`src/rtl/wdog_win_pkg.sv`:
```
package wdog_win_pkg;

    localparam int DATA_W = 32;
    localparam int ADDR_W = 4;
    localparam int CNT_W  = 6;
    localparam int PSEL_W = 4;
    localparam int PRE_W  = (1 << PSEL_W) - 1;

    localparam logic [DATA_W-1:0] RELOAD_KEY = 32'h0000_5AA5;
    localparam logic [CNT_W-1:0]  CNT_MAX    = {CNT_W{1'b1}};

    // control word bit positions
    localparam int CTRL_EN_BIT   = 0;
    localparam int CTRL_IE_BIT   = 1;
    localparam int CTRL_PSEL_LSB = 8;
    localparam int CTRL_WIN_LSB  = 16;
    localparam int CTRL_DBG_BIT  = 31;

    // status word bit positions
    localparam int STAT_CMP_BIT = 0;
    localparam int STAT_RST_BIT = 1;

    // word index of each register (byte offset / 4)
    typedef enum logic [1:0] {
        SEL_KEY  = 2'd0,
        SEL_CTRL = 2'd1,
        SEL_STAT = 2'd2,
        SEL_CNT  = 2'd3
    } reg_sel_e;

    typedef struct packed {
        logic              dbg_run;
        logic [CNT_W-1:0]  win;
        logic [PSEL_W-1:0] psel;
        logic              ie;
        logic              en;
    } ctrl_t;

    typedef struct packed {
        logic rst_flag;
        logic cmp_flag;
    } stat_t;

    typedef struct packed {
        logic reload;
        logic early;
        logic expire;
        logic match;
    } evt_t;

    function automatic reg_sel_e reg_decode(input logic [ADDR_W-1:0] a);
        return reg_sel_e'(a[3:2]);
    endfunction

    function automatic logic [DATA_W-1:0] ctrl_encode(input ctrl_t c);
        logic [DATA_W-1:0] w;
        w = '0;
        w[CTRL_EN_BIT]                   = c.en;
        w[CTRL_IE_BIT]                   = c.ie;
        w[CTRL_PSEL_LSB +: PSEL_W]       = c.psel;
        w[CTRL_WIN_LSB +: CNT_W]         = c.win;
        w[CTRL_DBG_BIT]                  = c.dbg_run;
        return w;
    endfunction

    function automatic logic [DATA_W-1:0] stat_encode(input stat_t s);
        logic [DATA_W-1:0] w;
        w = '0;
        w[STAT_CMP_BIT] = s.cmp_flag;
        w[STAT_RST_BIT] = s.rst_flag;
        return w;
    endfunction

endpackage

```
`src/rtl/wdog_win_regs.sv`:
```
module wdog_win_regs
    import wdog_win_pkg::*;
(
    input  logic              clk,
    input  logic              rst,
    input  logic [ADDR_W-1:0] bus_addr,
    input  logic              bus_we,
    input  logic [DATA_W-1:0] bus_wdata,
    input  logic [CNT_W-1:0]  cnt_val,
    input  evt_t              evt,
    output ctrl_t             ctrl_q,
    output stat_t             stat_q,
    output logic              key_wr,
    output logic [DATA_W-1:0] bus_rdata
);

    reg_sel_e sel;
    logic     aligned;
    logic     wr_ctrl;
    logic     wr_stat;
    logic     clr_cmp;
    logic     clr_rst;
    ctrl_t    ctrl_d;
    stat_t    stat_d;

    assign sel     = reg_decode(bus_addr);
    assign aligned = (bus_addr[1:0] == 2'b00);
    assign wr_ctrl = bus_we && aligned && (sel == SEL_CTRL);
    assign wr_stat = bus_we && aligned && (sel == SEL_STAT);
    assign key_wr  = bus_we && aligned && (sel == SEL_KEY) && (bus_wdata == RELOAD_KEY);
    assign clr_cmp = wr_stat && bus_wdata[STAT_CMP_BIT];
    assign clr_rst = wr_stat && bus_wdata[STAT_RST_BIT];

    always_comb begin
        ctrl_d = ctrl_q;
        if (wr_ctrl) begin
            ctrl_d.en      = bus_wdata[CTRL_EN_BIT];
            ctrl_d.ie      = bus_wdata[CTRL_IE_BIT];
            ctrl_d.psel    = bus_wdata[CTRL_PSEL_LSB +: PSEL_W];
            ctrl_d.win     = bus_wdata[CTRL_WIN_LSB +: CNT_W];
            ctrl_d.dbg_run = bus_wdata[CTRL_DBG_BIT];
        end
    end

    // a set event from the counter outranks a software clear
    always_comb begin
        stat_d.cmp_flag = evt.match || (stat_q.cmp_flag && !clr_cmp);
        stat_d.rst_flag = evt.expire || evt.early || (stat_q.rst_flag && !clr_rst);
    end

    always_ff @(posedge clk) begin
        if (rst) begin
            ctrl_q <= '0;
            stat_q <= '0;
        end else begin
            ctrl_q <= ctrl_d;
            stat_q <= stat_d;
        end
    end

    always_comb begin
        bus_rdata = '0;
        if (aligned) begin
            unique case (sel)
                SEL_KEY:  bus_rdata = '0;
                SEL_CTRL: bus_rdata = ctrl_encode(ctrl_q);
                SEL_STAT: bus_rdata = stat_encode(stat_q);
                SEL_CNT:  bus_rdata = {{(DATA_W-CNT_W){1'b0}}, cnt_val};
                default:  bus_rdata = '0;
            endcase
        end
    end


    cmp_clear_chk: assert property (@(posedge clk) disable iff (rst)
        (clr_cmp && !evt.match) |=> !stat_q.cmp_flag);


    cmp_keep_chk: assert property (@(posedge clk) disable iff (rst)
        (!clr_cmp && !evt.match) |=> $stable(stat_q.cmp_flag));


    cmp_set_chk: assert property (@(posedge clk) disable iff (rst)
        evt.match |=> stat_q.cmp_flag);


    rst_flag_set_chk: assert property (@(posedge clk) disable iff (rst)
        (evt.early || evt.expire) |=> stat_q.rst_flag);

endmodule

```
`src/rtl/wdog_win_prescaler.sv`:
```
module wdog_win_prescaler
    import wdog_win_pkg::*;
(
    input  logic              clk,
    input  logic              rst,
    input  logic              run,
    input  logic              restart,
    input  logic [PSEL_W-1:0] psel,
    output logic              tick
);

    logic [PRE_W-1:0] pre_q;
    logic [PRE_W-1:0] mask;

    // mask holds the low psel bits; a tick falls when they are all ones
    for (genvar i = 0; i < PRE_W; i++) begin : g_mask
        assign mask[i] = (32'(psel) > i);
    end

    assign tick = run && ((pre_q & mask) == mask);

    always_ff @(posedge clk) begin
        if (rst || restart) begin
            pre_q <= '0;
        end else if (run) begin
            pre_q <= pre_q + 1'b1;
        end
    end


    tick_gap_chk: assert property (@(posedge clk) disable iff (rst)
        (tick && psel != '0) |=> (!tick || psel != $past(psel)));


    pre_hold_chk: assert property (@(posedge clk) disable iff (rst)
        (!run && !restart) |=> $stable(pre_q));

endmodule

```
`src/rtl/wdog_win_counter.sv`:
```
module wdog_win_counter
    import wdog_win_pkg::*;
(
    input  logic             clk,
    input  logic             rst,
    input  logic             en,
    input  logic             run,
    input  logic             tick,
    input  logic             key_wr,
    input  logic [CNT_W-1:0] win,
    output logic [CNT_W-1:0] cnt_q,
    output evt_t             evt,
    output logic             rst_req_q
);

    logic             in_window;
    logic             dec;
    logic [CNT_W-1:0] cnt_dec;
    logic [CNT_W-1:0] cnt_d;

    assign in_window  = (cnt_q <= win);
    assign cnt_dec    = cnt_q - 1'b1;

    assign evt.reload = en && key_wr && in_window;
    assign evt.early  = en && key_wr && !in_window;
    assign dec        = en && tick && (cnt_q != '0) && !evt.reload;
    assign evt.expire = dec && (cnt_q == CNT_W'(1));
    assign evt.match  = dec && (cnt_dec == win);

    always_comb begin
        if (!en || evt.reload) begin
            cnt_d = CNT_MAX;
        end else if (dec) begin
            cnt_d = cnt_dec;
        end else begin
            cnt_d = cnt_q;
        end
    end

    always_ff @(posedge clk) begin
        if (rst) begin
            cnt_q     <= CNT_MAX;
            rst_req_q <= 1'b0;
        end else begin
            cnt_q     <= cnt_d;
            rst_req_q <= evt.expire || evt.early;
        end
    end


    disabled_hold_chk: assert property (@(posedge clk) disable iff (rst)
        !en |=> (cnt_q == CNT_MAX && !rst_req_q));


    reload_value_chk: assert property (@(posedge clk) disable iff (rst)
        evt.reload |=> (cnt_q == CNT_MAX));


    freeze_chk: assert property (@(posedge clk) disable iff (rst)
        (en && !run && !evt.reload) |=> $stable(cnt_q));


    expire_chk: assert property (@(posedge clk) disable iff (rst)
        evt.expire |=> (rst_req_q && cnt_q == '0));


    early_chk: assert property (@(posedge clk) disable iff (rst)
        evt.early |=> rst_req_q);

endmodule

```
`src/rtl/wdog_win_top.sv`:
```
module wdog_win_top
    import wdog_win_pkg::*;
(
    input  logic              clk,
    input  logic              rst,
    input  logic [ADDR_W-1:0] bus_addr,
    input  logic              bus_we,
    input  logic [DATA_W-1:0] bus_wdata,
    output logic [DATA_W-1:0] bus_rdata,
    input  logic              dbg_mode,
    output logic              irq_o,
    output logic              rst_req_o
);

    ctrl_t            ctrl;
    stat_t            stat;
    evt_t             evt;
    logic             key_wr;
    logic             run;
    logic             restart;
    logic             tick;
    logic [CNT_W-1:0] cnt;

    assign run     = ctrl.en && (ctrl.dbg_run || !dbg_mode);
    assign restart = !ctrl.en || evt.reload;

    wdog_win_regs u_regs (
        .clk       (clk),
        .rst       (rst),
        .bus_addr  (bus_addr),
        .bus_we    (bus_we),
        .bus_wdata (bus_wdata),
        .cnt_val   (cnt),
        .evt       (evt),
        .ctrl_q    (ctrl),
        .stat_q    (stat),
        .key_wr    (key_wr),
        .bus_rdata (bus_rdata)
    );

    wdog_win_prescaler u_pre (
        .clk     (clk),
        .rst     (rst),
        .run     (run),
        .restart (restart),
        .psel    (ctrl.psel),
        .tick    (tick)
    );

    wdog_win_counter u_cnt (
        .clk       (clk),
        .rst       (rst),
        .en        (ctrl.en),
        .run       (run),
        .tick      (tick),
        .key_wr    (key_wr),
        .win       (ctrl.win),
        .cnt_q     (cnt),
        .evt       (evt),
        .rst_req_q (rst_req_o)
    );

    assign irq_o = stat.cmp_flag && ctrl.ie;

endmodule

```
`config.mk`:
```
export PLATFORM = sky130hd
export DESIGN_NAME = wdog_win_top
export DESIGN_NICKNAME = d
export VERILOG_FILES = /design/src/rtl/wdog_win_pkg.sv /design/src/rtl/wdog_win_regs.sv /design/src/rtl/wdog_win_prescaler.sv /design/src/rtl/wdog_win_counter.sv /design/src/rtl/wdog_win_top.sv
export SDC_FILE = /design/constraint.sdc
export NUM_CORES = 1
export LEC_CHECK = 0
export ABC_AREA = 0
export BUFFER_PORTS_ARGS = -buffer_cell sky130_fd_sc_hd__clkbuf_2
export CAP_MARGIN = 20
export CORE_ASPECT_RATIO = 1.75
export CORE_UTILIZATION = 50
export CTS_CLUSTER_DIAMETER = 30
export DETAILED_ROUTE_END_ITERATION = 10
export MAX_ROUTING_LAYER = met4
export PLACE_DENSITY = 0.78
export SYNTH_ARGS = -nofsm -noshare
export SYNTH_HDL_FRONTEND = slang
export SYNTH_SLANG_ARGS = --single-unit
```
`constraint.sdc`:
```
create_clock -name clk -period 5.9 [get_ports clk]
set_input_delay 0 -clock clk [delete_from_list [all_inputs] [get_ports clk]]
set_output_delay 0 -clock clk [all_outputs]
set_load 0.02 [all_outputs]
```
* After elaboration in Yosys (flattened, before gate mapping)
Index checks and enable logic that the tools add are counted.
** Word-level totals
- Bits of input ports :: 40
- Output and inout bits :: 34
- Flip-flop bits (word level) :: 37
** Cells by class
- Equality and inequality tests :: 7
- Mux-type cells :: 2
- $add $sub $neg :: 2
- Bitwise gates (word level) :: 1
- $lt $le $gt $ge :: 16
- Reduce and logical (&&, ||, !) cells :: 36
** Operators by type and width (number)
- one-hot mux 32 bit (4 select lines) :: 1
- equality test 32 x 15 -> 1 bit, second input constant :: 1
- 2-to-1 mux 32 bit :: 1
- > comparator 4 bit, second input constant :: 7
- logical AND 1 bit :: 20
- > comparator 4 x 3 -> 1 bit, second input constant :: 4
- adder 15 x 1 -> 15 bit, second input constant :: 1
- AND 15 bit :: 1
- equality test 15 bit :: 1
- > comparator 4 x 1 -> 1 bit, second input constant :: 2
- > comparator 4 x 2 -> 1 bit, second input constant :: 2
- equality test 6 x 1 -> 1 bit, second input constant :: 1
- equality test 6 bit :: 1
- less-or-equal comparator 6 bit :: 1
- zero test 1 bit :: 6
- logical OR 1 bit :: 6
- nonzero test 6 bit :: 1
- subtractor 6 x 1 -> 6 bit, second input constant :: 1
- equality test 2 bit, second input constant :: 2
- zero test 2 bit :: 2
- equality test 2 x 1 -> 1 bit, second input constant :: 1
- OR reduction 2 bit :: 1

* Depth between registers and ports, before layout
- Depth after elaboration :: 11
- Depth in mapped cells :: 10

* Modules after synthesis
From an unflattened synthesis, not the netlist that was laid out.
** Second synthesis, totals
- Cell total of the unflattened synthesis :: 312
- Area total of the unflattened synthesis :: 2542.4 µm²
** Modules (own cells, without submodules)
- wdog_win_regs :: area an instance 993.5 µm², cells an instance 126, sequential area each 300.3 µm², instances 1
- wdog_win_prescaler :: area an instance 847.1 µm², cells an instance 101, sequential area each 300.3 µm², instances 1
- wdog_win_counter :: area an instance 674.4 µm², cells an instance 81, sequential area each 140.1 µm², instances 1
- wdog_win_top :: area an instance 27.5 µm², cells an instance 4, sequential area each 0.0 µm², instances 1

* Worst setup path before layout
Ideal clock, no wire load.
- Path kind :: reg-to-reg
- Start :: reg u_regs.ctrl_q[8] (netlist name)
- End :: reg u_cnt.cnt_q[5]
- Stages on the path, launching flop included :: 10
- Arrival :: 1.952 ns
- Period minus slack after synthesis :: 2.079 ns
- Data required time :: 5.773 ns
- Slack :: 3.821 ns
- Setup time :: 0.127 ns
- Cell sequence :: dfxtp_1 -> inv_1 -> ha_1 -> a21oi_1 -> a21o_1 -> a21oi_1 -> or2_0 -> buf_2 -> nand2_4 -> or3_1
** On the way
- Cells in the longest elaborated chain, start to end :: 4
- Elaborated cells between the ends (all ways) :: 6
- Those cells by class :: order compare (1); reduce/logical (5)
** Ends and longest elaborated chain
- start, declared :: RTL line wdog_win_regs.sv:11 : output ctrl_t ctrl_q,
- start signal, assigned :: RTL line wdog_win_regs.sv:56 : ctrl_q <= ctrl_d;
- less-or-equal comparator 6 bit (*) :: RTL line wdog_win_counter.sv:21 : assign in_window = (cnt_q <= win);
- logical AND 1 bit (*) :: RTL line wdog_win_counter.sv:24 : assign evt.reload = en && key_wr && in_window;
- logical OR 1 bit / zero test 1 bit (equally long branches) :: RTL line wdog_win_counter.sv:31, wdog_win_counter.sv:26
- OR reduction 2 bit (no source line) / logical AND 1 bit (equally long branches)
- end signal, assigned :: RTL line wdog_win_counter.sv:45 : cnt_q <= cnt_d;
- end, declared :: RTL line wdog_win_counter.sv:11 : output logic [CNT_W-1:0] cnt_q,
Mark *: on every way between the ends. The rest lies on a longest branch, timed or not.
A chain may end at the register's enable or synchronous reset.

* Worst setup path after layout
- Start :: reg u_regs.ctrl_q[8] (netlist name)
- End :: reg u_cnt.cnt_q[1]
The elaborated chain is that of the path after synthesis.

==> summary.txt <==
Timing
  • FMAX: 385 MHz
  • Tightest Pin Transition: 715 ps
  • Setup_tns: 0 ps
  • Hold Vio Cnt, Final: 0
  • Final hold slack: 80.2 ps
  • Slew headroom: 52.2%
  • Endpoints failing setup: 0
  • Min Tclk post-route: 2600 ps
  • Pins over their slew limit: 0
  • RSZ-0062 raised after global routing: false
  • Fin crit share: 44.0%
  • Final setup margin: 3300 ps
  • Skew final: 6.09 ps

Synth
  • Xor/xnor share of the synthesized area: 7.68%
  • Synth top area share: 30.9%
  • Async S/R FF share, synth: 0%
  • Number of flops mapped to enable cells by yosys: 0
  • Top-count cell post-synth: dfxtp_1
  • Adder-Cell Fraction of Synth Area: 5.22%
  • #FFs+latches synth: 37
  • Top_reg_cell synth: dfxtp_1
  • Synthesized area per cell: 7.86 um2
  • Most area-consuming cells after synthesis: dfxtp_1, ha_1, buf_4
  • Simple-gate share of the synthesized area: 35.0%
  • Synth unique cells: 50
  • Largest family of logic cells by synthesized area: simple AND/OR/NAND/NOR gates
  • Register area share after synthesis: 30.9%
  • YS warnings: 0
  • Mapped Cells: 305
  • Area leader, netlist: dfxtp_1
  • Mux contribution to synthesized area: 1.36%
  • Netlist Area Pre-Place: 0.00240 mm2
  • Top cells by count, synth: dfxtp_1, nor2_1, nand2_1
  • Synth Area in Compound Gates: 11.0%

Routing
  • Via Count: 2408
  • Avg WL per Cell: 14.4 um
  • Routed Antenna Nets: 0
  • Top sig layer: met4
  • Starting DRT DRC Count: 64
  • DR WL met2: 3280 um
  • Router iterations before antenna repair: 4
  • Post-Route M1 WL: 2210 um
  • Drt drc: 0
  • Routed WL: 6080 um
  • DR WL met3: 331 um
  • Vias per cell: 5.71

Critical path
  • RR Endpoint: u_cnt.cnt_q[1]
  • Critical path fanouts, max: 17
  • CP endpoint kind: flip-flop
  • Reg-to-reg slack, setup: 3300 ps
  • Worst setup SP type: flip-flop
  • Critical path arrival: 2770 ps
  • CP Buf/Inv Count: 1
  • Slowest cell on crit path: or2_0
  • Setup Crit Path Kind: reg -> reg
  • Peak per-stage delay on the critical path: 470 ps
  • RR Startpoint: u_regs.ctrl_q[8]
  • Crit path max-delay family: simple AND/OR/NAND/NOR gates
  • WP data required: 6070 ps
  • Worst Reg-to-Reg Cells: 8
  • Crit path cell chain: inv_1, ha_1, nand3b_1, a21o_1, a21oi_1, or2_0, nand2_4, or3_1

Clock tree
  • Worst skew pair latency: 290 ps
  • # Post-CTS Setup Buffers: 0
  • CTS sink count: 37
  • Worst-path clk slew: 70 ps
  • CTS Hold Bufs: 13
  • CTS root buffer: clkbuf_8
  • Max clock buf depth: 2
  • Inserted Clock Buffers: 5
  • CTS tree: built
  • H-Tree Depth: 2
  • # resized after CTS: 0

Floorplanning
  • I/O pin count: 74
  • Std-Cell Rows: 33
  • Core area: 0.00462 mm2
  • Die height: 93.6 um
  • Die width: 54.3 um
  • Die area: 0.00508 mm2
  • Starting density of the core: 51.8%

Pwr
  • LEAKAGE: 1.12 nW
  • Pwr/cell area: 186 mW/mm2
  • Seq pwr share: 47.1%
  • Switching Power: 125 uW
  • Comb pwr share: 9.7%
  • Switching share of power: 23.3%
  • Clock share of power: 43.1%
  • VDD IR max: 0.207 mV
  • Cell internal pwr: 411 uW

Global routing
  • Vias in the first global route: 2247
  • Total GRT Usage: 26.8%
  • Initial antenna violation count: 0
  • First-pass GRT wire length: 9780 um
  • Largest net degree at the start of global routing: 21
  • Grt ovf: 0

Hold path
  • Worst hold endpoint: u_regs.stat_q[0]
  • Hold depth: 4
  • Worst hold-check path type: in -> reg
  • Worst Min Path Start: bus_we

Layout
  • Area Growth Syn to Fin: 20.2%
  • Share of post-route cells with drive strength above 1: 20.3%
  • Fillers: 410
  • Post-Layout Cell Count: 422
  • Ant. Diodes: 0
  • Nets: 419

Placed design
  • Pre-CTS worst setup slack: 3340 ps
  • IO Port Bufs: 58
  • DP Wirelength: 4580 um
  • Gpl congestion: 0.883
  • DP Cell Count: 401

Run
  • Max-Cap Viols: 0

Run status
  • Status: complete, no violations
-- layout make-up --
type | instances | area, um2 | share of cell area [%]
clock buffer | 7 | 86.3 | 3.00
clock inverter | 1 | 30.0 | 1.04
inverter | 10 | 37.5 | 1.30
multi-input combinational | 244 | 1500 | 52.1
sequential | 37 | 741 | 25.7
tap | 52 | 65.1 | 2.26
timing repair buffer | 71 | 420 | 14.6
-- sequential cells by signal, summed over array words and instances, names as in the netlist --
name	count
u_cnt.rst_req_q	1
u_pre.pre_q	15
u_cnt.cnt_q	6
u_regs.stat_q	2
u_regs.ctrl_q	13
-- per-stage QoR --
| step | power [mW] | area [um2] | util [%] |
|---|---|---|---|
| after global placement | 0.302 | 2630 | 57.0 |
| after detailed placement | 0.303 | 2630 | 57.0 |
| after CTS | 0.536 | 2880 | 62.3 |
| after floorplan | 0.291 | 2450 | - |
| after global routing | 0.553 | 2880 | 62.3 |
| final | 0.535 | 2880 | 62.3 |
-- power groups by stage --
stage	Sequential, mW	Combinational (mW)	Clock, mW
global placement	0.258	0.0441	0
detailed placement	0.258	0.0446	0
CTS	0.252	0.0514	0.233
finish	0.252	0.0521	0.231
floorplan	0.257	0.0336	0
global route	0.252	0.0568	0.244
-- metal layers --
metal | vias to the layer above | global-route usage, %
met4 | 0 | 13.2
met5 | - | -
met3 | 23 | 5.37
met1 | 1110 | 25.5
met2 | 105 | 47.9
li1 | 1170 | -
-- cell usage in the layout, fill, tap and decap left out, types with 11 or more instances in the layout --
master / synthesis / routed
and2_1: 14 / 14
nor2_1: 29 / 29
nor3_1: 12 / 12
dlygate4sd3_1: 0 / 13
a21oi_1: 21 / 21
dfxtp_1: 37 / 37
nand2_1: 24 / 24
conb_1: 1 / 15
nand4_1: 11 / 11
nand3_1: 20 / 20
xor2_1: 11 / 11
clkbuf_2: 0 / 58
-- worst max-delay path by stage --
| stage | from | endpoint | slack [ps] | cells after the start |
|---|---|---|---|---|
| detailed placement | bus_addr[3] | u_pre.pre_q[13] | 3340 | 7 |
| global placement | bus_addr[3] | u_pre.pre_q[13] | 3400 | 7 |
| CTS | u_regs.ctrl_q[8] | u_cnt.cnt_q[1] | 3320 | 8 |
| finish | u_regs.ctrl_q[8] | u_cnt.cnt_q[1] | 3300 | 8 |
| floorplan | u_regs.ctrl_q[8] | u_cnt.cnt_q[5] | 3820 | 9 |
| global route | u_cnt.cnt_q[0] | u_cnt.cnt_q[1] | 3210 | 8 |
-- worst register-to-register path: stages, from the launching register on --
cell	delay, ps
dfxtp_1	420
inv_1	90
ha_1	330
nand3b_1	90
a21o_1	160
a21oi_1	280
or2_0	470
nand2_4	220
or3_1	420
-- cells by family (layout without fill, tap and decap cells) --
kind of cell | Yosys count | count (layout)
multiplexers | 3 | 3
other | 1 | 15
flip-flops | 37 | 37
adder cells (fa/ha/maj) | 10 | 10
AND/OR/NAND/NOR | 152 | 152
buffers and inverters | 38 | 89
XOR/XNOR | 21 | 21
AO/OA/AOI/OAI | 43 | 43
Power figures use the tool's default switching activity.
